[config.mk]
export PLATFORM = sky130hd
export DESIGN_NAME = dbg_scan_regs
export DESIGN_NICKNAME = d
export VERILOG_FILES = /design/src/rtl/dbg_scan_pkg.sv /design/src/rtl/dbg_scan_shifter.sv /design/src/rtl/dbg_scan_bank.sv /design/src/rtl/dbg_scan_regs.sv
export SDC_FILE = /design/constraint.sdc
export NUM_CORES = 1
export LEC_CHECK = 0
export ABC_AREA = 1
export BUFFER_PORTS_ARGS = -buffer_cell sky130_fd_sc_hd__clkbuf_2
export CAP_MARGIN = 20
export CORE_ASPECT_RATIO = 0.5
export CORE_MARGIN = 2
export CORE_UTILIZATION = 45
export DETAILED_ROUTE_END_ITERATION = 10
export PLACE_DENSITY = 0.68
export REMOVE_ABC_BUFFERS = 1
export SETUP_SLACK_MARGIN = 0.2
export SYNTH_ARGS = -nofsm -noshare
export SYNTH_HDL_FRONTEND = slang
export SYNTH_SLANG_ARGS = --single-unit
[constraint.sdc]
create_clock -name tck -period 2.13 [get_ports tck]
set_clock_uncertainty 0.1 [all_clocks]
set_input_delay 0.3195 -clock tck [delete_from_list [all_inputs] [get_ports tck]]
set_output_delay 0.3195 -clock tck [all_outputs]
set_load 0.05 [all_outputs]
[src/rtl/dbg_scan_pkg.sv]
package dbg_scan_pkg;
    localparam int DATA_W = 32;
    localparam int ADDR_W = 5;
    localparam int SCAN_W = DATA_W + ADDR_W + 1;

    localparam logic [ADDR_W-1:0] A_CHAN_CTRL = 5'd4;
    localparam logic [ADDR_W-1:0] A_CHAN_DATA = 5'd5;
    localparam logic [ADDR_W-1:0] A_DBG_CTRL  = 5'd9;
    localparam logic [ADDR_W-1:0] A_WP0_VALUE = 5'd10;

    typedef enum logic [1:0] {
        ST_IDLE  = 2'd0,
        ST_CAPT  = 2'd1,
        ST_SHIFT = 2'd2
    } scan_state_e;
endpackage

[src/rtl/dbg_scan_shifter.sv]
module dbg_scan_shifter
    import dbg_scan_pkg::*;
#(
    parameter int DW = DATA_W,
    parameter int AW = ADDR_W
) (
    input  logic          tck,
    input  logic          trst_n,
    input  logic          capture_dr,
    input  logic          shift_dr,
    input  logic          update_dr,
    input  logic          tdi,
    output logic          tdo,
    input  logic [DW-1:0] rd_data,
    output logic [AW-1:0] rd_addr,
    output logic          cap_fire,
    output logic          wr_fire,
    output logic [AW-1:0] wr_addr,
    output logic [DW-1:0] wr_data
);
    localparam int SW      = DW + AW + 1;
    localparam int DIR_BIT = SW - 1;

    scan_state_e   state, state_nx;
    logic [SW-1:0] sr;
    logic [AW-1:0] addr_q;
    logic          frame_open;
    logic          upd_ok;
    logic          shift_ok;

    // next-state logic
    always_comb begin
        state_nx = state;
        unique case (state)
            ST_IDLE: begin
                if (capture_dr) state_nx = ST_CAPT;
            end
            ST_CAPT, ST_SHIFT: begin
                if (capture_dr)     state_nx = ST_CAPT;
                else if (update_dr) state_nx = ST_IDLE;
                else if (shift_dr)  state_nx = ST_SHIFT;
            end
            default: state_nx = ST_IDLE;
        endcase
    end

    // state register
    always_ff @(posedge tck or negedge trst_n) begin
        if (!trst_n) state <= ST_IDLE;
        else         state <= state_nx;
    end

    // outputs of the phase machine
    always_comb begin
        frame_open = (state != ST_IDLE);
        cap_fire   = capture_dr;
        upd_ok     = update_dr && !capture_dr && frame_open;
        shift_ok   = shift_dr && !capture_dr && !update_dr && frame_open;
        wr_fire    = upd_ok && sr[DIR_BIT];
        wr_addr    = sr[DW +: AW];
        wr_data    = sr[DW-1:0];
        rd_addr    = addr_q;
        tdo        = sr[0];
    end

    always_ff @(posedge tck or negedge trst_n) begin
        if (!trst_n) begin
            sr <= '0;
        end else if (capture_dr) begin
            sr <= {{(AW+1){1'b0}}, rd_data};
        end else if (shift_ok) begin
            sr <= {tdi, sr[SW-1:1]};
        end
    end

    always_ff @(posedge tck or negedge trst_n) begin
        if (!trst_n)                     addr_q <= '0;
        else if (upd_ok && !sr[DIR_BIT]) addr_q <= sr[DW +: AW];
    end

    assert_idle_shift_ignored_R4: assert property (@(posedge tck) disable iff (!trst_n)
        (state == ST_IDLE && !capture_dr) |=> $stable(sr));

    assert_idle_update_ignored_R4: assert property (@(posedge tck) disable iff (!trst_n)
        (state == ST_IDLE && update_dr && !capture_dr) |=> $stable(addr_q));

    assert_write_keeps_addr_R2: assert property (@(posedge tck) disable iff (!trst_n)
        wr_fire |=> $stable(rd_addr));
endmodule

[src/rtl/dbg_scan_bank.sv]
module dbg_scan_bank
    import dbg_scan_pkg::*;
#(
    parameter int         DW      = DATA_W,
    parameter int         AW      = ADDR_W,
    parameter logic [3:0] VERSION = 4'h5
) (
    input  logic          tck,
    input  logic          trst_n,
    input  logic [AW-1:0] rd_addr,
    input  logic          cap_fire,
    output logic [DW-1:0] rd_data,
    input  logic          wr_fire,
    input  logic [AW-1:0] wr_addr,
    input  logic [DW-1:0] wr_data,
    input  logic          core_rd,
    output logic [DW-1:0] core_rdata,
    output logic          core_rx_full,
    input  logic          core_wr,
    input  logic [DW-1:0] core_wdata,
    output logic          core_tx_full,
    output logic [DW-1:0] dbg_ctrl,
    output logic [DW-1:0] wp0_value
);
    localparam int PAD_W = DW - 4 - 2;

    logic [DW-1:0] rx_word, tx_word, ctl_q, wp_q;
    logic          rx_full, tx_full;
    logic          dbg_sets_r, dbg_clears_w;

    assign dbg_sets_r   = wr_fire && (wr_addr == A_CHAN_DATA);
    assign dbg_clears_w = cap_fire && (rd_addr == A_CHAN_DATA);

    always_comb begin
        case (rd_addr)
            A_CHAN_CTRL: rd_data = {VERSION, {PAD_W{1'b0}}, tx_full, rx_full};
            A_CHAN_DATA: rd_data = tx_word;
            A_DBG_CTRL:  rd_data = ctl_q;
            A_WP0_VALUE: rd_data = wp_q;
            default:     rd_data = '0;
        endcase
    end

    always_ff @(posedge tck or negedge trst_n) begin
        if (!trst_n) begin
            rx_word <= '0;
            ctl_q   <= '0;
            wp_q    <= '0;
        end else if (wr_fire) begin
            case (wr_addr)
                A_CHAN_DATA: rx_word <= wr_data;
                A_DBG_CTRL:  ctl_q   <= wr_data;
                A_WP0_VALUE: wp_q    <= wr_data;
                default: ;
            endcase
        end
    end

    always_ff @(posedge tck or negedge trst_n) begin
        if (!trst_n) begin
            rx_full <= 1'b0;
            tx_full <= 1'b0;
            tx_word <= '0;
        end else begin
            rx_full <= (rx_full && !core_rd) || dbg_sets_r;
            tx_full <= (tx_full && !dbg_clears_w) || core_wr;
            if (core_wr) tx_word <= core_wdata;
        end
    end

    assign core_rdata   = rx_word;
    assign core_rx_full = rx_full;
    assign core_tx_full = tx_full;
    assign dbg_ctrl     = ctl_q;
    assign wp0_value    = wp_q;

    assert_core_wr_sets_w_R7: assert property (@(posedge tck) disable iff (!trst_n)
        core_wr |=> core_tx_full);

    assert_core_rd_clears_r_R6: assert property (@(posedge tck) disable iff (!trst_n)
        (core_rd && !(wr_fire && wr_addr == A_CHAN_DATA)) |=> !core_rx_full);

    assert_set_beats_clear_R11: assert property (@(posedge tck) disable iff (!trst_n)
        (cap_fire && rd_addr == A_CHAN_DATA && core_wr) |=> core_tx_full);

    assert_ctrl_read_quiet_R5: assert property (@(posedge tck) disable iff (!trst_n)
        (cap_fire && rd_addr == A_CHAN_CTRL && !core_rd && !core_wr && !wr_fire)
        |=> ($stable(core_rx_full) && $stable(core_tx_full)));

    assert_unmapped_write_R9: assert property (@(posedge tck) disable iff (!trst_n)
        (wr_fire && wr_addr != A_CHAN_DATA && wr_addr != A_DBG_CTRL && wr_addr != A_WP0_VALUE)
        |=> ($stable(dbg_ctrl) && $stable(wp0_value) && $stable(core_rdata)));
endmodule

[src/rtl/dbg_scan_regs.sv]
module dbg_scan_regs
    import dbg_scan_pkg::*;
#(
    parameter int         DW      = DATA_W,
    parameter int         AW      = ADDR_W,
    parameter logic [3:0] VERSION = 4'h5
) (
    input  logic          tck,
    input  logic          trst_n,
    input  logic          capture_dr,
    input  logic          shift_dr,
    input  logic          update_dr,
    input  logic          tdi,
    output logic          tdo,
    input  logic          core_rd,
    output logic [DW-1:0] core_rdata,
    output logic          core_rx_full,
    input  logic          core_wr,
    input  logic [DW-1:0] core_wdata,
    output logic          core_tx_full,
    output logic [DW-1:0] dbg_ctrl,
    output logic [DW-1:0] wp0_value,
    output logic          monitor_mode
);
    localparam int MON_BIT = 4;

    logic [DW-1:0] rd_data, wr_data;
    logic [AW-1:0] rd_addr, wr_addr;
    logic          cap_fire, wr_fire;

    dbg_scan_shifter #(.DW(DW), .AW(AW)) u_shift (
        .tck        (tck),
        .trst_n     (trst_n),
        .capture_dr (capture_dr),
        .shift_dr   (shift_dr),
        .update_dr  (update_dr),
        .tdi        (tdi),
        .tdo        (tdo),
        .rd_data    (rd_data),
        .rd_addr    (rd_addr),
        .cap_fire   (cap_fire),
        .wr_fire    (wr_fire),
        .wr_addr    (wr_addr),
        .wr_data    (wr_data)
    );

    dbg_scan_bank #(.DW(DW), .AW(AW), .VERSION(VERSION)) u_bank (
        .tck          (tck),
        .trst_n       (trst_n),
        .rd_addr      (rd_addr),
        .cap_fire     (cap_fire),
        .rd_data      (rd_data),
        .wr_fire      (wr_fire),
        .wr_addr      (wr_addr),
        .wr_data      (wr_data),
        .core_rd      (core_rd),
        .core_rdata   (core_rdata),
        .core_rx_full (core_rx_full),
        .core_wr      (core_wr),
        .core_wdata   (core_wdata),
        .core_tx_full (core_tx_full),
        .dbg_ctrl     (dbg_ctrl),
        .wp0_value    (wp0_value)
    );

    assign monitor_mode = dbg_ctrl[MON_BIT];

    assert_monitor_tracks_R8: assert property (@(posedge tck) disable iff (!trst_n)
        (wr_fire && wr_addr == A_DBG_CTRL) |=> (monitor_mode == $past(wr_data[MON_BIT])));
endmodule

==> metrics.txt <==
commonest cells in the synthesized netlist nand2_1, dfrtp_1, nand3_1; HP Class input pin to flop; slew margin rel. 60.5%; number of remaining DRC errors 0; CP max-delay cell dfrtp_1; CTS HTree Levels 4; clk_lat worst skew 0.43 ns; Post-synth EDFFs 0; register area 4380 um2; r2r setup slk 0.19 ns; post-layout min period 1.94 ns; share of synthesized registers carrying an async set or reset 100%; count of max-cap constraint violations 0; GRT Overall Usage 24.8%; synth unique cells 30; VDD IR max 648 uV; CTS tree yes; run status completed; reg2reg path depth 10; Cell Area, Synth 7520 um2; Net Sw Frac 26.7%; Worst EP arrival 2.16 ns; die width 187 um; Combinational Power Share 11.8%; area taken by multi-input logic gates 2730 um2; Routed Antenna Nets 0; largest net degree at the start of global routing 58; Crit path largest cell delay 0.38 ns; final hold violations 0; Mapped Cells 879; hold depth 3; crit path kind flop to flop; final net count 1078; CP required 2.35 ns; Final Instance Area 9610 um2; core area 16400 um2; mean post-synth cell area 8.56 um2; clock power share 43.4%; hold path startpoint core_wdata[10]; worst-margin pin slew 0.590 ns; post-place setup slack 0.286 ns; RR Startpoint u_shift.state[1]; CTS Buf Count 17; initial antenna violation count 0; vias in the first global route 6567; number of diodes 0; largest area contributor in the netlist dfrtp_1; sequential share of power 44.7%; # rows 33; Layout area overhead 27.7%; global route overflow 0; Die Area 17800 um2; fillcell total 1440; initial core utilization 46.0%; Leakage 4.76 nW; global-route wire length before repair 34.4 mm; count leader, synth nand2_1; crit start category flop; synthesis-stage register bit count 175; Main synth FF type dfrtp_1; routability congestion estimate 0.801; Ports 140; Finish-stage setup viols 0; Vias per Instance 5.45; Final WS setup 0.190 ns; layout cell share with drive strength beyond 1 21.4%; Ys Warns 0; reg2reg end u_bank.dbg_ctrl[7]; Hold EP u_bank.tx_word[10]; Critical Path Sink Type flop; WL final 22.9 mm; register area share after synthesis 58.2%; input/output buffers 139; unrepaired setup endpoints after global routing true; worst path cell trace inv_1 -> ha_2 -> inv_2 -> nand3_4 -> nor3_4 -> nand4_4 -> buf_12 -> clkbuf_16 -> nand2_1 -> o21ai_1; fin crit share 91.1%; pwr/cell area 850 nW/um2; first-pass detailed-route iteration total 5; Clock Path Buffers 2; post-DR wirelength/cell 18.0 um; placed wire-length estimate 13.2 mm; clock sinks 175; top-area cell type share of the netlist area 58.2%; Die H 95.4 um; via count 6948; Root Driver clkbuf_16; Synth area leaders dfrtp_1, nand2_1, nand3_1, o21ai_0, o21ai_1; Cell Area, Placed 8500 um2; Max Fclk 0.516 GHz; Worst-path clk slew 0.07 ns; max-slew violations 0; worst-path fanout max 15; Net Sw Power 2.18 mW; P_int 5.99 mW; DR iter-0 viols 784
-- final cells by class --
| type | count | area share (%) |
|---|---|---|
| clock buffer | 18 | 4.57 |
| clock inverter | 14 | 2.41 |
| inverter | 49 | 1.91 |
| multi-input combinational | 599 | 28.4 |
| sequential | 175 | 45.6 |
| tap | 227 | 2.96 |
| timing repair buffer | 194 | 14.2 |
-- power by group through the flow --
stage | registers [mW] | logic [mW] | clock network [mW]
floorplan | 3.68 | 0.453 | 0
global placement | 3.70 | 0.782 | 0
detailed placement | 3.71 | 0.806 | 0
CTS | 3.65 | 0.849 | 3.58
global route | 3.67 | 1.08 | 3.72
finish | 3.65 | 0.967 | 3.55
-- state kept, by name, indices dropped and copies added (netlist names) --
register / count
u_bank.core_rdata: 32
u_shift.sr: 38
u_bank.core_tx_full: 1
u_bank.tx_word: 32
u_bank.dbg_ctrl: 32
u_bank.core_rx_full: 1
u_bank.wp0_value: 32
u_shift.state: 2
u_shift.rd_addr: 5
-- logic make-up (layout without fill, tap and decap cells) --
family                   Yosys count  count (layout)  share of synthesized area, %
AO/OA/AOI/OAI                    179             179                          12.1
AND/OR/NAND/NOR                  418             418                          23.2
flip-flops                       175             175                          58.2
buffers and inverters            105             275                          6.09
adder cells (fa/ha/maj)            2               2                         0.333
-- repair_timing --
| action | CTS | global route |
|---|---|---|
| hold endpoints to repair | 65 | 0 |
| setup buffers | 0 | 7 |
| endpoints found under the setup margin | 0 | 73 |
| hold buffers | 18 | 0 |
| resized for setup | 0 | 16 |
-- critical path, delay by kind of cell (launching register included) --
family | cells | cell delay (ns)
compound gates | 1 | 0.05
fa+ha+maj | 1 | 0.19
buf+inv | 4 | 0.51
flops | 1 | 0.38
simple gates | 4 | 0.60
-- routing by layer --
layer	global-route usage, %	vias up	share of wire (%)
met5	0	-	0
met4	7.28	0	1.4
met3	4.97	34	7.0
met2	40.1	298	47
met1	34.2	3426	45
li1	-	3190	-
-- worst max path at each step --
| stage | start | slack [ns] | endpoint |
|---|---|---|---|
| 6_report | u_shift.state[1] | 0.19 | u_bank.dbg_ctrl[7] |
| 5_1_grt | u_shift.state[1] | 0.14 | u_bank.wp0_value[20] |
| 4_1_cts | u_shift.state[0] | 0.23 | u_bank.dbg_ctrl[19] |
| 3_5_place_dp | u_shift.state[0] | 0.29 | u_bank.dbg_ctrl[8] |
| 3_3_place_gp | u_shift.state[0] | 0.40 | u_bank.dbg_ctrl[16] |
| 2_1_floorplan | u_shift.state[0] | -0.45 | u_shift.sr[37] |
-- cells in the final DEF, fill, tap and decap left out, types with 3 or more instances in the layout --
| cell | count |
|---|---|
| inv_6 | 3 |
| nor2_1 | 36 |
| dfrtp_1 | 175 |
| o21ai_1 | 48 |
| clkinv_4 | 3 |
| buf_12 | 8 |
| clkbuf_2 | 138 |
| o21ai_0 | 87 |
| clkbuf_16 | 22 |
| a21oi_1 | 34 |
| inv_2 | 3 |
| o22ai_1 | 5 |
| nand2_2 | 4 |
| dlygate4sd3_1 | 18 |
| buf_4 | 20 |
| buf_6 | 5 |
| bufinv_16 | 5 |
| nand2_1 | 267 |
| nand3_1 | 98 |
| inv_1 | 46 |
-- metrics by stage --
step | std cells | utilization (%) | hold WS, ns | power, mW | setup TNS (ns)
global route | 1276 | 58.8 | 0.00386 | 8.47 | 0
global placement | 1213 | 52.0 | 0.205 | 4.48 | 0
detailed placement | 1213 | 52.0 | 0.210 | 4.52 | 0
CTS | 1263 | 57.2 | 0.00175 | 8.08 | 0
floorplan | 823 | - | -0.0761 | 4.14 | -30.14
finish | 1276 | 58.8 | 0.00802 | 8.17 | 0
Note: power is estimated with default switching activity, not from simulation.
